## src/rtl/i2c_cfg_pkg.sv

```systemverilog
package i2c_cfg_pkg;
  typedef enum logic [2:0] {
    PS_IDLE,
    PS_ADDR,
    PS_CMD,
    PS_CNT,
    PS_DATA,
    PS_SKIP
  } pstate_t;

  localparam int unsigned MAX_COUNT = 32;
  localparam int unsigned CNT_W     = $clog2(MAX_COUNT + 1);
endpackage

```

## src/rtl/i2c_bus_sense.sv

```systemverilog
module i2c_bus_sense #(
  parameter int SYNC = 2
) (
  input  logic clk,
  input  logic rst,
  input  logic scl_in,
  input  logic sda_in,
  output logic scl_s,
  output logic sda_s,
  output logic scl_rise,
  output logic scl_fall,
  output logic start_det,
  output logic stop_det
);
  logic [SYNC-1:0] scl_sh, sda_sh;
  logic            scl_d, sda_d;

  always_ff @(posedge clk) begin
    if (rst) begin
      scl_sh <= '1;
      sda_sh <= '1;
      scl_d  <= 1'b1;
      sda_d  <= 1'b1;
    end else begin
      scl_sh <= {scl_sh[SYNC-2:0], scl_in};
      sda_sh <= {sda_sh[SYNC-2:0], sda_in};
      scl_d  <= scl_sh[SYNC-1];
      sda_d  <= sda_sh[SYNC-1];
    end
  end

  assign scl_s     = scl_sh[SYNC-1];
  assign sda_s     = sda_sh[SYNC-1];
  assign scl_rise  = scl_s & ~scl_d;
  assign scl_fall  = ~scl_s & scl_d;
  assign start_det = scl_s & scl_d & sda_d & ~sda_s;
  assign stop_det  = scl_s & scl_d & ~sda_d & sda_s;
endmodule

```

## src/rtl/i2c_blk_parser.sv

```systemverilog
module i2c_blk_parser
  import i2c_cfg_pkg::*;
#(
  parameter logic [6:0] TGT_ADDR = 7'h69,
  parameter int         NREG     = 8
) (
  input  logic             clk,
  input  logic             rst,
  input  logic             pdn,
  input  logic             sda_s,
  input  logic             scl_rise,
  input  logic             scl_fall,
  input  logic             start_det,
  input  logic             stop_det,
  output logic             sda_oe,
  output logic             we,
  output logic [CNT_W-1:0] widx,
  output logic [7:0]       wdata,
  output pstate_t          st
);
  logic [7:0]       sh;
  logic [3:0]       bit_cnt;
  logic             in_ack;
  logic             ack_ok;
  logic [CNT_W-1:0] remain;
  logic [CNT_W-1:0] idx;

  always_comb begin
    unique case (st)
      PS_ADDR: ack_ok = (sh[7:1] == TGT_ADDR) && !sh[0];
      PS_CMD:  ack_ok = 1'b1;
      PS_CNT:  ack_ok = (sh != 8'd0) && (sh <= 8'(MAX_COUNT));
      PS_DATA: ack_ok = (remain != '0);
      default: ack_ok = 1'b0;
    endcase
  end

  // commit happens as the acknowledge slot of a payload byte ends
  assign we    = !pdn && !start_det && !stop_det && in_ack && scl_fall
              && sda_oe && (st == PS_DATA) && (idx < CNT_W'(NREG));
  assign widx  = idx;
  assign wdata = sh;

  always_ff @(posedge clk) begin
    if (rst || pdn) begin
      st      <= PS_IDLE;
      sda_oe  <= 1'b0;
      bit_cnt <= '0;
      in_ack  <= 1'b0;
      remain  <= '0;
      idx     <= '0;
      sh      <= '0;
    end else if (start_det || stop_det) begin
      st      <= start_det ? PS_ADDR : PS_IDLE;
      sda_oe  <= 1'b0;
      bit_cnt <= '0;
      in_ack  <= 1'b0;
    end else if (st != PS_IDLE && st != PS_SKIP) begin
      if (scl_rise && !in_ack && bit_cnt != 4'd8) begin
        sh      <= {sh[6:0], sda_s};
        bit_cnt <= bit_cnt + 4'd1;
      end else if (scl_fall && !in_ack && bit_cnt == 4'd8) begin
        in_ack <= 1'b1;
        sda_oe <= ack_ok;
      end else if (scl_fall && in_ack) begin
        in_ack  <= 1'b0;
        bit_cnt <= '0;
        sda_oe  <= 1'b0;
        if (!sda_oe) begin
          st <= PS_SKIP;
        end else begin
          unique case (st)
            PS_ADDR: st <= PS_CMD;
            PS_CMD:  st <= PS_CNT;
            PS_CNT: begin
              remain <= sh[CNT_W-1:0];
              idx    <= '0;
              st     <= PS_DATA;
            end
            PS_DATA: begin
              remain <= remain - 1'b1;
              idx    <= idx + 1'b1;
            end
            default: st <= PS_IDLE;
          endcase
        end
      end
    end
  end
endmodule

```

## src/rtl/cfg_reg_bank.sv

```systemverilog
module cfg_reg_bank
  import i2c_cfg_pkg::*;
#(
  parameter int NREG = 8
) (
  input  logic              clk,
  input  logic              rst,
  input  logic              we,
  input  logic [CNT_W-1:0]  widx,
  input  logic [7:0]        wdata,
  output logic [NREG*8-1:0] cfg_flat
);
  for (genvar g = 0; g < NREG; g++) begin : g_reg
    logic [7:0] r;
    always_ff @(posedge clk) begin
      if (rst)                             r <= '0;
      else if (we && widx == CNT_W'(g))    r <= wdata;
    end
    assign cfg_flat[g*8 +: 8] = r;
  end
endmodule

```

## src/rtl/cfg_i2c_blkwr.sv

```systemverilog
module cfg_i2c_blkwr
  import i2c_cfg_pkg::*;
#(
  parameter logic [6:0] TGT_ADDR = 7'h69,
  parameter int         NREG     = 8,
  parameter int         SYNC     = 2
) (
  input  logic              clk,
  input  logic              rst,
  input  logic              pdn,
  input  logic              scl_in,
  input  logic              sda_in,
  output logic              sda_oe,
  output logic [NREG*8-1:0] cfg_out
);
  logic             scl_s, sda_s, scl_rise, scl_fall, start_det, stop_det;
  logic             we;
  logic [CNT_W-1:0] widx;
  logic [7:0]       wdata;
  pstate_t          st;

  i2c_bus_sense #(.SYNC(SYNC)) u_sense (
    .clk(clk), .rst(rst), .scl_in(scl_in), .sda_in(sda_in),
    .scl_s(scl_s), .sda_s(sda_s), .scl_rise(scl_rise), .scl_fall(scl_fall),
    .start_det(start_det), .stop_det(stop_det)
  );

  i2c_blk_parser #(.TGT_ADDR(TGT_ADDR), .NREG(NREG)) u_parse (
    .clk(clk), .rst(rst), .pdn(pdn), .sda_s(sda_s),
    .scl_rise(scl_rise), .scl_fall(scl_fall),
    .start_det(start_det), .stop_det(stop_det),
    .sda_oe(sda_oe), .we(we), .widx(widx), .wdata(wdata), .st(st)
  );

  cfg_reg_bank #(.NREG(NREG)) u_bank (
    .clk(clk), .rst(rst), .we(we), .widx(widx), .wdata(wdata),
    .cfg_flat(cfg_out)
  );
endmodule

```

## config.mk

```make
export PLATFORM = sky130hd
export DESIGN_NAME = cfg_i2c_blkwr
export DESIGN_NICKNAME = d
export VERILOG_FILES = /design/src/rtl/i2c_cfg_pkg.sv /design/src/rtl/i2c_bus_sense.sv /design/src/rtl/i2c_blk_parser.sv /design/src/rtl/cfg_reg_bank.sv /design/src/rtl/cfg_i2c_blkwr.sv
export SDC_FILE = /design/constraint.sdc
export NUM_CORES = 1
export LEC_CHECK = 0
export BUFFER_PORTS_ARGS = -buffer_cell sky130_fd_sc_hd__buf_2
export CELL_PAD_IN_SITES_DETAIL_PLACEMENT = 0
export CELL_PAD_IN_SITES_GLOBAL_PLACEMENT = 2
export CORE_ASPECT_RATIO = 1.75
export CORE_MARGIN = 3
export CORE_UTILIZATION = 30
export DETAILED_ROUTE_END_ITERATION = 10
export GPL_ROUTABILITY_DRIVEN = 1
export MAX_ROUTING_LAYER = met4
export PLACE_DENSITY = 0.78
export SYNTH_ARGS = -nofsm -noshare
export SYNTH_HDL_FRONTEND = slang
export SYNTH_HIERARCHICAL = 1
export SYNTH_SLANG_ARGS = --single-unit
```

## constraint.sdc

```tcl
create_clock -name clk -period 5.6 [get_ports clk]
set_clock_uncertainty 0.1 [all_clocks]
set_input_delay 0.56 -clock clk [delete_from_list [all_inputs] [get_ports clk]]
set_output_delay 0.56 -clock clk [all_outputs]
set_load 0.01 [all_outputs]
```

# Yosys cells after proc, flatten, opt, wreduce, memory -nomap -nowiden
# Index checks and enable logic that the tools add are counted.
# word_totals
ff_bits	99
inputBits	5
output_inout_bits	65
elab_cells	119
# op_classes
n_addsub	3
order_cmp	2
n_eq_ne	19
mux	17
bitwise	14
n_reduce_logical	45
# op_table
op	count
6-bit by 3-bit equality test with 1-bit output (second input constant)	4
6-bit one-hot mux with 2 select lines	2
1-bit logical AND	23
3-bit two-way mux	6
6-bit by 2-bit equality test with 1-bit output (second input constant)	2
4-bit two-way mux	3
3-bit one-hot mux with 4 select lines	1
2-bit nonzero test	5
3-bit AND reduction	3
8-bit by 6-bit <= comparator with 1-bit output (second input constant)	1
8-bit nonzero test	1
1-bit AND	7
7-bit equality test (second input constant)	1
1-bit inverter	7
7-bit AND reduction	1
6-bit by 1-bit adder with 6-bit output (second input constant)	1
3-bit by 2-bit equality test with 1-bit output (second input constant)	2
6-bit by 1-bit equality test with 1-bit output (second input constant)	1
6-bit zero test	1
6-bit by 4-bit < comparator with 1-bit output (second input constant)	1
2-bit by 1-bit inequality test with 1-bit output (second input constant)	3
3-bit inequality test (second input constant)	2
6-bit nonzero test	1
6-bit by 1-bit subtractor with 6-bit output (second input constant)	1
12 further kinds	20

# Longest topological paths before layout
# logic_depth
ltp_word	12
ltp_mapped	9
mapped_depth_nobuf	7

# Hierarchy
# The synthesis kept the hierarchy.
# modules_own_cells
mod	instances	cells_per_inst	area_each_um2	seq_area_each_um2
cfg_reg_bank	1	233	2580.0	1281.2
i2c_blk_parser	1	196	1617.8	580.6
i2c_bus_sense	1	16	190.2	120.1

# Worst setup path before layout
# No wires, ideal clock.
# synth_path
path_type	reg-to-reg
from	reg u_sense.scl_d
to	reg u_bank.g_reg[2].r[0]
setup_ps	72
arrival_time_ps	2233
required_time_ps	5428
path_slack_ps	3195
stages_incl_launch_ff	10
n_path_buf	2
period_less_slack_ps	2405
path_cell_list	dfxtp_1 -> nor2b_1 -> and2_1 -> clkbuf_1 -> nand3_1 -> nor3_1 -> nor4b_4 -> and2_1 -> buf_4 -> mux2i_1
# synth_via
elab_cells_between_ends	16
cone_classes	6 x bitwise; 10 x reduce/logical
# synth_lines
element	line_no	source
start: declaration	i2c_bus_sense.sv:16	logic scl_d, sda_d;
start signal: assignment	i2c_bus_sense.sv:27	scl_d <= scl_sh[SYNC-1];
1-bit AND	i2c_bus_sense.sv:35	assign scl_fall = ~scl_s & scl_d;
via scl_fall	cfg_i2c_blkwr.sv:16	logic scl_s, sda_s, scl_rise, scl_fall, start_det, stop_det;
1-bit logical AND	i2c_blk_parser.sv:39	assign we = !pdn && !start_det && !stop_det && in_ack && scl_fall
1-bit logical AND (3 in series)	i2c_blk_parser.sv:40	&& sda_oe && (st == PS_DATA) && (idx < CNT_W'(NREG));
via we	cfg_i2c_blkwr.sv:17	logic we;
1-bit logical AND	cfg_reg_bank.sv:17	else if (we && widx == CNT_W'(g)) r <= wdata;
end signal: assignment	cfg_reg_bank.sv:17	
end: declaration	cfg_reg_bank.sv:14	logic [7:0] r;
# The timed path passes the listed nets, and every way through them passes these cells.
# A chain may end at the register's enable or synchronous reset.

# Worst setup path after layout
# layout_path
from	reg u_sense.scl_d
to	reg u_bank.g_reg[2].r[3]
# The elaborated chain is that of the path after synthesis.

==> flow_summary.ini <==
[die]
core.rowCount = 57
vert_die_dim_um = 166
width_of_the_chip_um = 97.4
start_util = 0.311
io_pins = 70
fp.coreArea_um2 = 14100
floorplan.die_area_um2 = 16200

[power]
vdd.ir_drop.worst_uv = 204
leakage_nw = 2.37
power.density_nw_per_um2 = 261

[synth]
synthAdderAreaFrac = 0.0143
synth_top_family_by_area = simple AND/OR/NAND/NOR gates
ys.warnings.count = 6
synth_common_cells = dfxtp_1 (99), mux2i_1 (73), nand2b_1 (73), nor2_1 (22), a21oi_1 (15)
yosys-top-cells-area = dfxtp_1 (45%), mux2i_1 (17%), nand2b_1 (10%)
synth_enable_flop_cells = 0
post_synth_and_or_nand_nor_area_fraction = 0.252
fraction_of_the_mapped_netlist_area_in_compound_gates = 0.0764
synth_top_cell_area_share = 0.452
post_synth_xor_area_fraction = 0.00599
ys_dominant_reg_cell = dfxtp_1
asyncSetResetFlopFracSynth = 0
avgSynthCellArea_um2 = 9.86
synthDistinctLibCells = 56
synth.mux.area_fraction = 0.167
synth_cells = 445
yosys.area.top_type = dfxtp_1
most_used_standard_cell_by_instance_count_after_synthesis = dfxtp_1
synth_cell_area_um2 = 4390
synth-seq-cells = 99
mappedNetlistNets = 455
ys_seq_area_frac = 0.452

[sta]
timing_worst_slew_pin_value_ns = 1.10
period_minus_slack_ns = 2.96
fin_crit_sh = 0.529
finalSetupViolCount = 0
relSlewSlack = 0.265
report.final.hold_viol_count = 0
fmax_ghz = 0.338
rsz0062_at_grt = no
final_setup_margin_ns = 2.64
slew_viol_final = 0
fin_setup_tns_ns = 0

[worst_setup_path]
critical_path.reg2reg.startpoint = u_sense/scl_d$_SDFF_PP1_
critPathSlowestCell = nor4b_4
highest_net_fanout_along_the_worst_path = 9
data_required_critical_path_ns = 5.76
r2r.worst_path.cells = 7
rr_endpoint = u_bank/g_reg[2].r[3]$_SDFFE_PP0P_
timing.critical_path.cells = nor2b_1 > and2_1 > nand3_1 > nor3_1 > nor4b_4 > and2_1 > mux2i_1
rrSetupSlack_ns = 2.64
crit_path_frequent_cell = and2_1
cp_slowest_stage_delay_ns = 0.51
worstPathArrival_ns = 3.13
cp-start-kind = flip-flop
worstSetupEndpointType = flip-flop
critical_path_class = reg2reg

[place]
port_buffers = 69
place_inst = 666
pre_cts_ws_ns = 2.71
place_area_um2 = 4850
place.detailed.hpwl_um = 7900
gp_congestion = 0.766

[global_route]
grt_pass1_wl_um = 17700
maximum_number_of_pins_on_one_net_before_global_route_repair = 81
grt-ovfl-total = 0
grt_util_all_layers = 0.138
grt_antenna_before_repair = 0
grt_pass1_vias = 3350

[cts]
cts-htree-levels = 3
clock_insertion_delay_worst_skew_ns = 0.34
path_clk_slew_ns = 0.08
clock_sink_count = 99
cts_tree = built
post_cts_buffers = 0
cts.hold.buffers_added = 0
cts-root-to-sink-buffers = 2
cts_inserted_buffers = 9
cts_resized = 0
clock-root-buffer = clkbuf_16

[run_status]
outcome = complete, no violations

[final_layout]
layout.cell_area.non_filler_um2 = 5140
nets = 510
antennaDiodeCount = 0
fin_util = 0.364
drive_gt1_frac = 0.198
areaGrowthSynthToFinish_pct = 17.3
final_cells = 682

[detailed_routing]
detailedRoute.firstPassIterationCount = 4
dr.first_iter.drc_count = 97
drcViolationCount = 0
viasPerCell = 4.89
wl_per_cell_um = 15.9
remaining_number_of_nets_flagged_by_the_antenna_check_after_routing = 0
detail_route.wirelength_um = 10800
route.vias.total = 3334

[hold_path]
worst_hold_path_type = in2reg
worstHoldPathCells = 2
timing.hold.worst_endpoint = u_sense/scl_sh[0]$_SDFF_PP1_
hold_path_startpoint = scl_in

[flow_run]
maxCapViolCount = 0
## report_power, final
| part | total (mW) | internal, mW | switching, mW |
|---|---|---|---|
| sequential | 0.706 | 0.705 | 0.00136 |
| combinational | 0.0267 | 0.0117 | 0.0150 |
| clock | 0.610 | 0.315 | 0.295 |
| total | 1.34 | 1.03 | 0.311 |
## metal layers
| metal | track usage | up-vias | wire (um) | part of all wire |
|---|---|---|---|---|
| li1 | - | 1660 | - | - |
| met1 | 0.151 | 1598 | 4510 | 0.42 |
| met2 | 0.250 | 65 | 5710 | 0.53 |
| met3 | 0.0277 | 11 | 397 | 0.037 |
| met4 | 0.0428 | 0 | 206 | 0.019 |
| met5 | - | - | 0 | 0 |
## sequential cells by signal (all words and copies together), names as in the netlist
name / flops
u_parse/st: 3
u_parse/remain: 6
u_bank/g.r: 64
u_sense/scl_d: 1
u_sense/sda_sh: 2
u_parse/sda_oe: 1
u_sense/scl_sh: 2
u_parse/in_ack: 1
u_parse/widx: 6
u_sense/sda_d: 1
u_parse/bit_cnt: 4
u_parse/wdata: 8
## kinds of logic (layout without fill, tap and decap cells)
kind of cell | count (synthesis) | after routing
AO/OA/AOI/OAI | 51 | 51
XOR/XNOR | 3 | 3
adder cells (fa/ha/maj) | 5 | 5
buffers and inverters | 35 | 95
flip-flops | 99 | 99
multiplexers | 73 | 73
AND/OR/NAND/NOR | 179 | 179
## metrics by stage
step                hold slack (ns)  total power, mW
detailed placement            0.295            0.750
global route                  0.290             1.39
CTS                           0.282             1.37
finish                        0.294             1.34
floorplan                     0.283            0.742
global placement              0.286            0.750
## cell usage in the layout, fill, tap and decap left out, types with 3 or more instances in the layout
cell type  synthesis  final
clkbuf_16          0      9
inv_1              9      9
and2_1             5      5
nand3b_1           3      3
or4_1              5      5
or3_1              5      5
a21oi_1           15     15
nand2b_1          73     73
nand2_2            5      5
nor2b_1            3      3
and3b_1            3      3
mux2i_1           73     73
nand4_1            3      3
nand3_1            5      5
ha_1               5      5
nor2_1            22     22
dfxtp_1           99     99
nand2_1           12     12
or2_1              6      6
nor3_1            10     10
a31oi_1            3      3
o21ai_0           13     13
buf_2              3     69
## layout make-up
type	count	area (um^2)
tap	177	221
clock buffer	9	225
multi-input combinational	311	2260
sequential	99	1980
clock inverter	7	70.1
inverter	9	33.8
fill	1469	8980
timing repair buffer	70	353
## worst max-delay path, delay by kind of cell, from the launching register on
family | cells | cell delay, ns
and+or+nand+nor | 6 | 2.16
muxes | 1 | 0.26
DFF | 1 | 0.35
## worst max path at each step
stage | start | to | depth (start not counted)
6_report | u_sense/scl_d$_SDFF_PP1_ | u_bank/g_reg[2].r[3]$_SDFFE_PP0P_ | 7
3_5_place_dp | u_sense/scl_d$_SDFF_PP1_ | u_bank/g_reg[2].r[2]$_SDFFE_PP0P_ | 7
4_1_cts | u_sense/scl_d$_SDFF_PP1_ | u_bank/g_reg[2].r[3]$_SDFFE_PP0P_ | 7
5_1_grt | u_sense/scl_d$_SDFF_PP1_ | u_bank/g_reg[2].r[3]$_SDFFE_PP0P_ | 7
2_1_floorplan | u_sense/scl_d$_SDFF_PP1_ | u_bank/g_reg[2].r[0]$_SDFFE_PP0P_ | 9
3_3_place_gp | u_sense/scl_d$_SDFF_PP1_ | u_bank/g_reg[2].r[0]$_SDFFE_PP0P_ | 7
Note: power is estimated with default switching activity, not from simulation.
